===== config.mk =====
export PLATFORM = sky130hd
export DESIGN_NAME = msgslot_alloc
export DESIGN_NICKNAME = d
export VERILOG_FILES = /design/src/rtl/msgslot_pkg.sv /design/src/rtl/msgslot_elig.sv /design/src/rtl/msgslot_prio_enc.sv /design/src/rtl/msgslot_popcount.sv /design/src/rtl/msgslot_alloc.sv
export SDC_FILE = /design/constraint.sdc
export NUM_CORES = 1
export LEC_CHECK = 0
export BUFFER_PORTS_ARGS = -buffer_cell sky130_fd_sc_hd__buf_2
export CAP_MARGIN = 20
export CORE_AREA = 2 2 118 120
export CTS_CLUSTER_SIZE = 28
export DETAILED_ROUTE_END_ITERATION = 7
export DIE_AREA = 0 0 120 122
export MAX_ROUTING_LAYER = met4
export PLACE_DENSITY = 0.71
export SLEW_MARGIN = 10
export SYNTH_ARGS = -nofsm -noshare
export SYNTH_HDL_FRONTEND = slang
export SYNTH_SLANG_ARGS = --single-unit

===== constraint.sdc =====
create_clock -name clk -period 12.8 [get_ports clk]
set_input_delay 0.64 -clock clk [delete_from_list [all_inputs] [get_ports clk]]
set_output_delay 0.64 -clock clk [all_outputs]
set_load 0.01 [all_outputs]

===== src/rtl/msgslot_pkg.sv =====
package msgslot_pkg;

    // Traffic class of an allocation request
    typedef enum logic {
        KIND_RX = 1'b0,
        KIND_TX = 1'b1
    } slot_kind_e;

    // First slot a transmit request may take
    function automatic int tx_floor(input int pool);
        return pool / 4;
    endfunction

endpackage


===== src/rtl/msgslot_elig.sv =====
module msgslot_elig #(
    parameter int POOL_SIZE = 64,
    parameter int TX_BASE   = 16
) (
    input  logic [POOL_SIZE-1:0] free_vec,
    input  logic                 is_tx,
    output logic [POOL_SIZE-1:0] elig_vec
);
    genvar g;
    generate
        for (g = 0; g < POOL_SIZE; g++) begin : g_slot
            if (g < TX_BASE) begin : g_reserved
                // reserved quarter: receive traffic only
                assign elig_vec[g] = free_vec[g] & ~is_tx;
            end else begin : g_shared
                assign elig_vec[g] = free_vec[g];
            end
        end
    endgenerate
endmodule


===== src/rtl/msgslot_prio_enc.sv =====
module msgslot_prio_enc #(
    parameter int N = 64,
    localparam int IDX_W = (N > 1) ? $clog2(N) : 1
) (
    input  logic [N-1:0]     vec,
    output logic             found,
    output logic [IDX_W-1:0] idx
);
    always_comb begin
        found = 1'b0;
        idx   = '0;
        for (int i = N - 1; i >= 0; i--) begin
            if (vec[i]) begin
                found = 1'b1;
                idx   = IDX_W'(i);
            end
        end
    end
endmodule


===== src/rtl/msgslot_popcount.sv =====
module msgslot_popcount #(
    parameter int N = 64,
    localparam int CNT_W = $clog2(N + 1)
) (
    input  logic [N-1:0]     vec,
    output logic [CNT_W-1:0] cnt
);
    always_comb begin
        cnt = '0;
        for (int i = 0; i < N; i++) begin
            cnt = cnt + CNT_W'(vec[i]);
        end
    end
endmodule


===== src/rtl/msgslot_alloc.sv =====
module msgslot_alloc
    import msgslot_pkg::*;
#(
    parameter int POOL_SIZE = 64,
    localparam int IDX_W   = $clog2(POOL_SIZE),
    localparam int CNT_W   = $clog2(POOL_SIZE + 1),
    localparam int TX_BASE = tx_floor(POOL_SIZE)
) (
    input  logic             clk,
    input  logic             rst_n,
    input  logic             alloc_req,
    input  logic             alloc_tx,
    output logic             alloc_gnt,
    output logic             alloc_fail,
    output logic [IDX_W-1:0] alloc_idx,
    input  logic             rel_valid,
    input  logic [IDX_W-1:0] rel_idx,
    output logic [CNT_W-1:0] free_count
);
    slot_kind_e             req_kind;
    logic [POOL_SIZE-1:0]   busy_q;
    logic [POOL_SIZE-1:0]   busy_d;
    logic [POOL_SIZE-1:0]   rel_mask;
    logic [POOL_SIZE-1:0]   gnt_mask;
    logic [POOL_SIZE-1:0]   free_now;
    logic [POOL_SIZE-1:0]   free_state;
    logic [POOL_SIZE-1:0]   elig;
    logic                   hit;
    logic [IDX_W-1:0]       hit_idx;

    assign req_kind = slot_kind_e'(alloc_tx);

    // Release decode: release-first, so a slot freed this cycle is grantable
    genvar g;
    generate
        for (g = 0; g < POOL_SIZE; g++) begin : g_rel
            assign rel_mask[g] = rel_valid && (rel_idx == IDX_W'(g));
            assign gnt_mask[g] = alloc_gnt && (alloc_idx == IDX_W'(g));
        end
    endgenerate

    assign free_now   = ~busy_q | rel_mask;
    assign free_state = ~busy_q;

    msgslot_elig #(
        .POOL_SIZE (POOL_SIZE),
        .TX_BASE   (TX_BASE)
    ) u_elig (
        .free_vec (free_now),
        .is_tx    (req_kind == KIND_TX),
        .elig_vec (elig)
    );

    msgslot_prio_enc #(
        .N (POOL_SIZE)
    ) u_enc (
        .vec   (elig),
        .found (hit),
        .idx   (hit_idx)
    );

    msgslot_popcount #(
        .N (POOL_SIZE)
    ) u_cnt (
        .vec (free_state),
        .cnt (free_count)
    );

    // Handshake outputs
    always_comb begin
        alloc_gnt  = alloc_req && hit;
        alloc_fail = alloc_req && !hit;
        alloc_idx  = alloc_gnt ? hit_idx : '0;
    end

    // Busy flag update: clear released slot, then set granted slot
    assign busy_d = (busy_q & ~rel_mask) | gnt_mask;

    always_ff @(posedge clk or negedge rst_n) begin
        if (!rst_n) begin
            busy_q <= '0;
        end else begin
            busy_q <= busy_d;
        end
    end

    // Assertions
    AST_IDLE_QUIET: assert property (@(posedge clk) disable iff (!rst_n)
        !alloc_req |-> (!alloc_gnt && !alloc_fail));
    AST_ONE_ANSWER: assert property (@(posedge clk) disable iff (!rst_n)
        alloc_req |-> (alloc_gnt != alloc_fail));
    AST_TX_FLOOR: assert property (@(posedge clk) disable iff (!rst_n)
        (alloc_gnt && alloc_tx) |-> ({1'b0, alloc_idx} >= (IDX_W+1)'(TX_BASE)));
    AST_GRANT_WAS_FREE: assert property (@(posedge clk) disable iff (!rst_n)
        alloc_gnt |-> (!busy_q[alloc_idx] || (rel_valid && rel_idx == alloc_idx)));
    AST_GRANT_STICKS: assert property (@(posedge clk) disable iff (!rst_n)
        alloc_gnt |=> busy_q[$past(alloc_idx)]);
    AST_RELEASE_CLEARS: assert property (@(posedge clk) disable iff (!rst_n)
        (rel_valid && !(alloc_gnt && alloc_idx == rel_idx)) |=> !busy_q[$past(rel_idx)]);
    AST_FAIL_HOLDS: assert property (@(posedge clk) disable iff (!rst_n)
        (alloc_fail && !rel_valid) |=> $stable(busy_q));
endmodule


## Word level (Yosys, flattened, before mapping)

Cells that the tools add are included.

| word-level totals | value |
|---|---|
| word-level logic and storage cells | 474 |
| input port bits | 11 |
| output and inout bits | 15 |
| register bits | 64 |

| operators by class | value |
|---|---|
| eq/ne operators | 126 |
| add/sub/neg operators | 63 |
| bitwise gates (word level) | 22 |
| muxes and demuxes | 129 |
| reductions and logical operators | 133 |

Operator list:

| cell | count |
|---|---|
| 7-bit by 1-bit adder with 7-bit output | 62 |
| 6-bit two-way mux | 65 |
| 6-bit equality test (second input constant) | 64 |
| 6-bit by 5-bit equality test with 1-bit output (second input constant) | 32 |
| 1-bit logical AND | 130 |
| 64-bit NOT | 2 |
| 64-bit bitwise OR | 2 |
| 6-bit by 4-bit equality test with 1-bit output (second input constant) | 16 |
| 64-bit bitwise AND | 1 |
| 1-bit two-way mux | 64 |
| 6-bit by 3-bit equality test with 1-bit output (second input constant) | 8 |
| 6-bit by 2-bit equality test with 1-bit output (second input constant) | 4 |
| 1-bit bitwise AND | 16 |
| 6-bit by 1-bit equality test with 1-bit output (second input constant) | 2 |
| 6-bit zero test | 2 |
| 1-bit by 1-bit adder with 2-bit output | 1 |
| 1-bit zero test | 1 |
| 1-bit NOT | 1 |

## Longest topological paths before layout

| depth | value |
|---|---|
| depth in word-level cells | 72 |
| depth in mapped cells | 21 |
| mapped depth without buffers | 21 |

## Modules after synthesis

From an unflattened synthesis, not the netlist that was laid out.

| second synthesis, totals | value |
|---|---|
| cell total of the unflattened synthesis | 706 |
| area total of the unflattened synthesis | 6083.3 um^2 |

Modules (own cells, without submodules):

| module | times used | sequential area each (um^2) | cells each | area an instance (um^2) |
|---|---|---|---|---|
| msgslot_alloc | 1 | 1601.5 | 328 | 3088.0 |
| msgslot_popcount | 1 | 0.0 | 173 | 1727.9 |
| msgslot_prio_enc | 1 | 0.0 | 140 | 763.2 |
| msgslot_elig | 1 | 0.0 | 65 | 504.2 |

## Least setup slack after synthesis

OpenSTA, ideal clock, no wires.

| timing path | value |
|---|---|
| path kind | reg2out |
| from | register busy_q[0] |
| to | output port free_count[6] |
| path buffers | 0 |
| data arrival time | 6.032 ns |
| path slack | 6.128 ns |
| data required time | 12.160 ns |
| stages on the path, launching flop included | 22 |
| path through | dfrtp_1 > inv_1 > ha_1 > inv_1 > fa_1 > inv_1 > fa_1 > fa_1 > fa_1 > fa_1 > fa_1 > inv_1 > fa_1 > fa_1 > inv_1 > fa_1 > fa_1 > a21o_1 > a21oi_1 > nor2b_1 > o21ai_0 > nand2b_1 |

| between the ends | value |
|---|---|
| longest elaborated chain between the ends | 64 |

RTL lines:

| item | RTL line | source |
|---|---|---|
| start, declared | msgslot_alloc.sv:21 | `logic [POOL_SIZE-1:0] busy_q;` |
| start signal, assigned | msgslot_alloc.sv:83 | `busy_q <= busy_d;` |
| 64-bit NOT | msgslot_alloc.sv:43 | `assign free_state = ~busy_q;` |
| 1-bit by 1-bit adder with 2-bit output | msgslot_popcount.sv:11 | `cnt = cnt + CNT_W'(vec[i]);` |
| 7-bit by 1-bit adder with 7-bit output (62 in series) | msgslot_popcount.sv:11 |  |
| end, declared | msgslot_alloc.sv:18 | `output logic [CNT_W-1:0] free_count` |

Every way passes these cells.

## Worst setup path after layout

| timing path | value |
|---|---|
| from | register busy_q[1] |
| to | output port free_count[6] |

The elaborated chain is that of the path after synthesis.

==> impl_results.rst <==
.. list-table::
   :header-rows: 1

   * - Metric
     - Value
   * - Outcome
     - finished clean
   * - Mapped Avg Cell Area
     - between 8 and 9 um^2
   * - Most common library cells after synthesis
     - 109 x inv_1, 70 x o21ai_0, 64 x dfrtp_1
   * - End-of-flow core utilization
     - about half
   * - # Max-Cap Violations
     - 0
   * - Largest register by flop count
     - busy_q
   * - Worst Setup Start Kind
     - flip-flop
   * - Top cell type's share of synthesized area
     - 24.6%
   * - Maximum fanout along the worst path
     - 4
   * - Clock latency at the later pin of the worst-skew pair
     - between 0.3 and 0.4 ns
   * - Total of flip-flops plus latches after synthesis
     - 64
   * - Level count of the clock H-tree
     - 3
   * - GR Overflow Total
     - 0
   * - Number of buffers inserted by post-CTS setup repair
     - 0
   * - DR iter-0 viols
     - between 800 and 900
   * - Maximum clock frequency
     - around 130 MHz
   * - Max Root-Sink Buffers
     - 2
   * - WL/cell
     - approximately 30 um
   * - Final setup skew
     - 0.00711 ns
   * - Total clock buffers created by CTS
     - 9
   * - Setup-violating endpoint count in the final report
     - 0
   * - EDFF count, synth
     - 0
   * - Area of the placeable core
     - between 10,000 and 15,000 um^2
   * - Antenna diodes
     - 0
   * - Root buffer selected by CTS
     - clkbuf_16
   * - Wire length of the first global-routing pass
     - 41.6 mm
   * - GRT Util Overall
     - between 40% and 50%
   * - Slew at the pin closest to its max-slew limit
     - 1.14 ns
   * - Worst min-delay path class
     - input pin to async pin
   * - Post-synth ARST share
     - 100%
   * - Final-layout setup total negative slack
     - 0 ns
   * - Syn_nets
     - 828
   * - Number of gates resized after cts
     - 0
   * - Clock tree sinks
     - between 60 and 70
   * - Post-synthesis to final-layout area growth
     - 6.12%
   * - Final cycle utilization of the critical path
     - approximately 59%
   * - Die span in x
     - ~120 um
   * - Largest registers ranked by flip-flop count
     - busy_q (64)
   * - First-pass DRT Iterations
     - 5
   * - Maximum number of pins on one net before global-route repair
     - 65
   * - Unique cell type count in the Yosys netlist
     - 87
   * - Clock input transition at the sequential cells of the worst setup and hold paths
     - roughly 0.05 ns
   * - Cells along the critical path
     - inv_1 -> ha_1 -> inv_1 -> fa_1 -> inv_1 -> fa_1 -> fa_1 -> fa_1 -> fa_1 -> fa_1 -> inv_1 -> fa_1 -> fa_1 -> inv_1 -> fa_1 -> fa_1 -> a21o_1 -> a21oi_1 -> nor2b_1 -> o21ai_0 -> nand2b_1 -> buf_2
   * - Cells taking the most area after synthesis
     - dfrtp_1 25%, fa_1 17%, inv_1 6.3%
   * - HPWL after detailed placement
     - roughly 20 mm
   * - Number of routed nets with antenna violations
     - 0
   * - Area of combinational cells with multiple inputs
     - 4280 um^2
   * - Largest stage delay on the critical path
     - 0.56 ns
   * - YS warnings
     - 0
   * - Number of instances in the synthesized netlist
     - approximately 750
   * - Clock tree from TritonCTS
     - yes
   * - Detailed Route WL
     - roughly 28 mm
   * - Number of rows in the core area
     - 43
   * - Placer Congestion
     - approximately 1.0
   * - Number of vias per cell after detailed routing
     - slightly above 7
   * - Kind of end point of the critical path
     - output pin
   * - Slew Viols, Final
     - 0
   * - Library cell with the highest instance count after synthesis
     - inv_1
   * - Cell Area, Synth
     - 6520 um^2
   * - Area taken by flip-flops and latches
     - between 1500 and 2000 um^2
   * - Required @ worst endpoint
     - 12.16 ns
   * - Unrepaired setup endpoints after global routing
     - no
   * - DIE AREA
     - between 10,000 and 15,000 um^2
   * - Cell count after placement
     - slightly above 900
   * - Library cell occupying the most area in the post-synthesis netlist
     - dfrtp_1
   * - Critical Path Most Common Cell
     - fa_1
   * - Starting density of the core
     - roughly 48%
   * - CP arrival
     - about 7 ns
   * - Number of hold-slack violations in the final timing report
     - 0
   * - Worst max-slew margin expressed relative to the limit
     - between 20% and 30%
   * - Number of primary I/O pins
     - 26
   * - Fraction of layout cells with a size suffix above 1
     - approximately 8.6%
   * - Remaining DRCs
     - 0
   * - Cts-stage hold buffer count
     - 0
   * - Final-stage net count
     - ~800
   * - Post-layout min period
     - 7.56 ns
   * - Flip-flop count of the largest register after layout
     - between 60 and 70
   * - Most common flop cell mapped by yosys
     - dfrtp_1
   * - Part of the Yosys area used for sequential elements
     - about 25%
   * - Initial antenna violation count
     - 0
   * - Number of input and output port buffers inserted
     - 25
   * - Vias after detailed routing
     - around 6,500
   * - Via count of the first global-routing pass
     - approximately 6,600
   * - Crit Path Class
     - flip-flop to output pin
   * - Die Y
     - 122 um
   * - Number of filler instances in the final layout
     - roughly 1,300
   * - Fin cells
     - slightly above 900
   * - Slowest library cell on the worst path
     - fa_1
worst max-delay path, delay by kind of cell, from the launching register on:
family                     cells  cell delay, ns
buffers and inverters          6            0.40
AOI/OAI and AO/OA              3            0.60
and+or+nand+nor                2            0.16
adders and majority gates     11            5.04
DFF                            1            0.39
per-layer routing:
metal	part of all wire, %	GRT usage [%]
met2	44	58.8
met5	0	-
met3	12	12.4
met4	7.2	25.9
met1	37	50.0
stage by stage:
step / hold slack (ns) / area, um^2 / setup slack (ns)
2_1_floorplan: 0.344 / 6520 / 6.13
3_3_place_gp: 0.537 / 6660 / 5.85
3_5_place_dp: 0.541 / 6660 / 5.71
4_1_cts: 0.541 / 6920 / 5.32
5_1_grt: 0.571 / 6920 / 5.03
6_report: 0.505 / 6920 / 5.24
cell usage in the layout (no fill, tap or decap), types with 9 or more instances in the layout:
cell type / synthesis / layout
o31ai_1: 47 / 47
o211ai_1: 9 / 9
dfrtp_1: 64 / 64
nor2_1: 22 / 22
buf_2: 14 / 25
nand2_1: 42 / 42
ha_1: 16 / 16
a21oi_1: 32 / 31
o21ai_0: 70 / 70
nand3_1: 21 / 21
nand4_1: 18 / 18
clkbuf_16: 0 / 9
a31oi_1: 15 / 15
fa_1: 54 / 54
inv_1: 109 / 109
nand2b_1: 11 / 11
kinds of logic (layout without fill, tap and decap cells):
group / after synthesis / in the layout / synth area share, %
and+or+nand+nor: 194 / 194 / 17.7
buffers and inverters: 152 / 149 / 9.83
AOI/OAI and AO/OA: 262 / 262 / 27.6
xor gates and xnor gates: 5 / 5 / 0.672
DFF: 64 / 64 / 24.6
adders and majority gates: 70 / 70 / 19.7
final cells by class:
| type | instances | share of cell area (%) |
|---|---|---|
| Multi-Input combinational cell | 531 | 61.9 |
| Tap cell | 180 | 3.25 |
| Clock inverter | 1 | 0.0723 |
| Timing Repair Buffer | 27 | 2.03 |
| Clock buffer | 12 | 3.71 |
| Sequential cell | 64 | 23.1 |
| Inverter | 109 | 5.91 |
worst paths after layout:
kind                       depth (start not counted)  slack, ns             to       start
min in group clk                                   2       0.56     busy_q[37]  busy_q[37]
max                                               22       5.24  free_count[6]   busy_q[1]
max reg2reg                                        8       9.22     busy_q[53]  busy_q[13]
min                                                2       0.51     busy_q[34]       rst_n
min reg2reg                                        2       0.56     busy_q[37]  busy_q[37]
max in group asynchronous                          2      11.71      busy_q[6]       rst_n
Power is not shown: default switching activity piles up to over one toggle a cycle in this logic, so the estimate is an artifact.
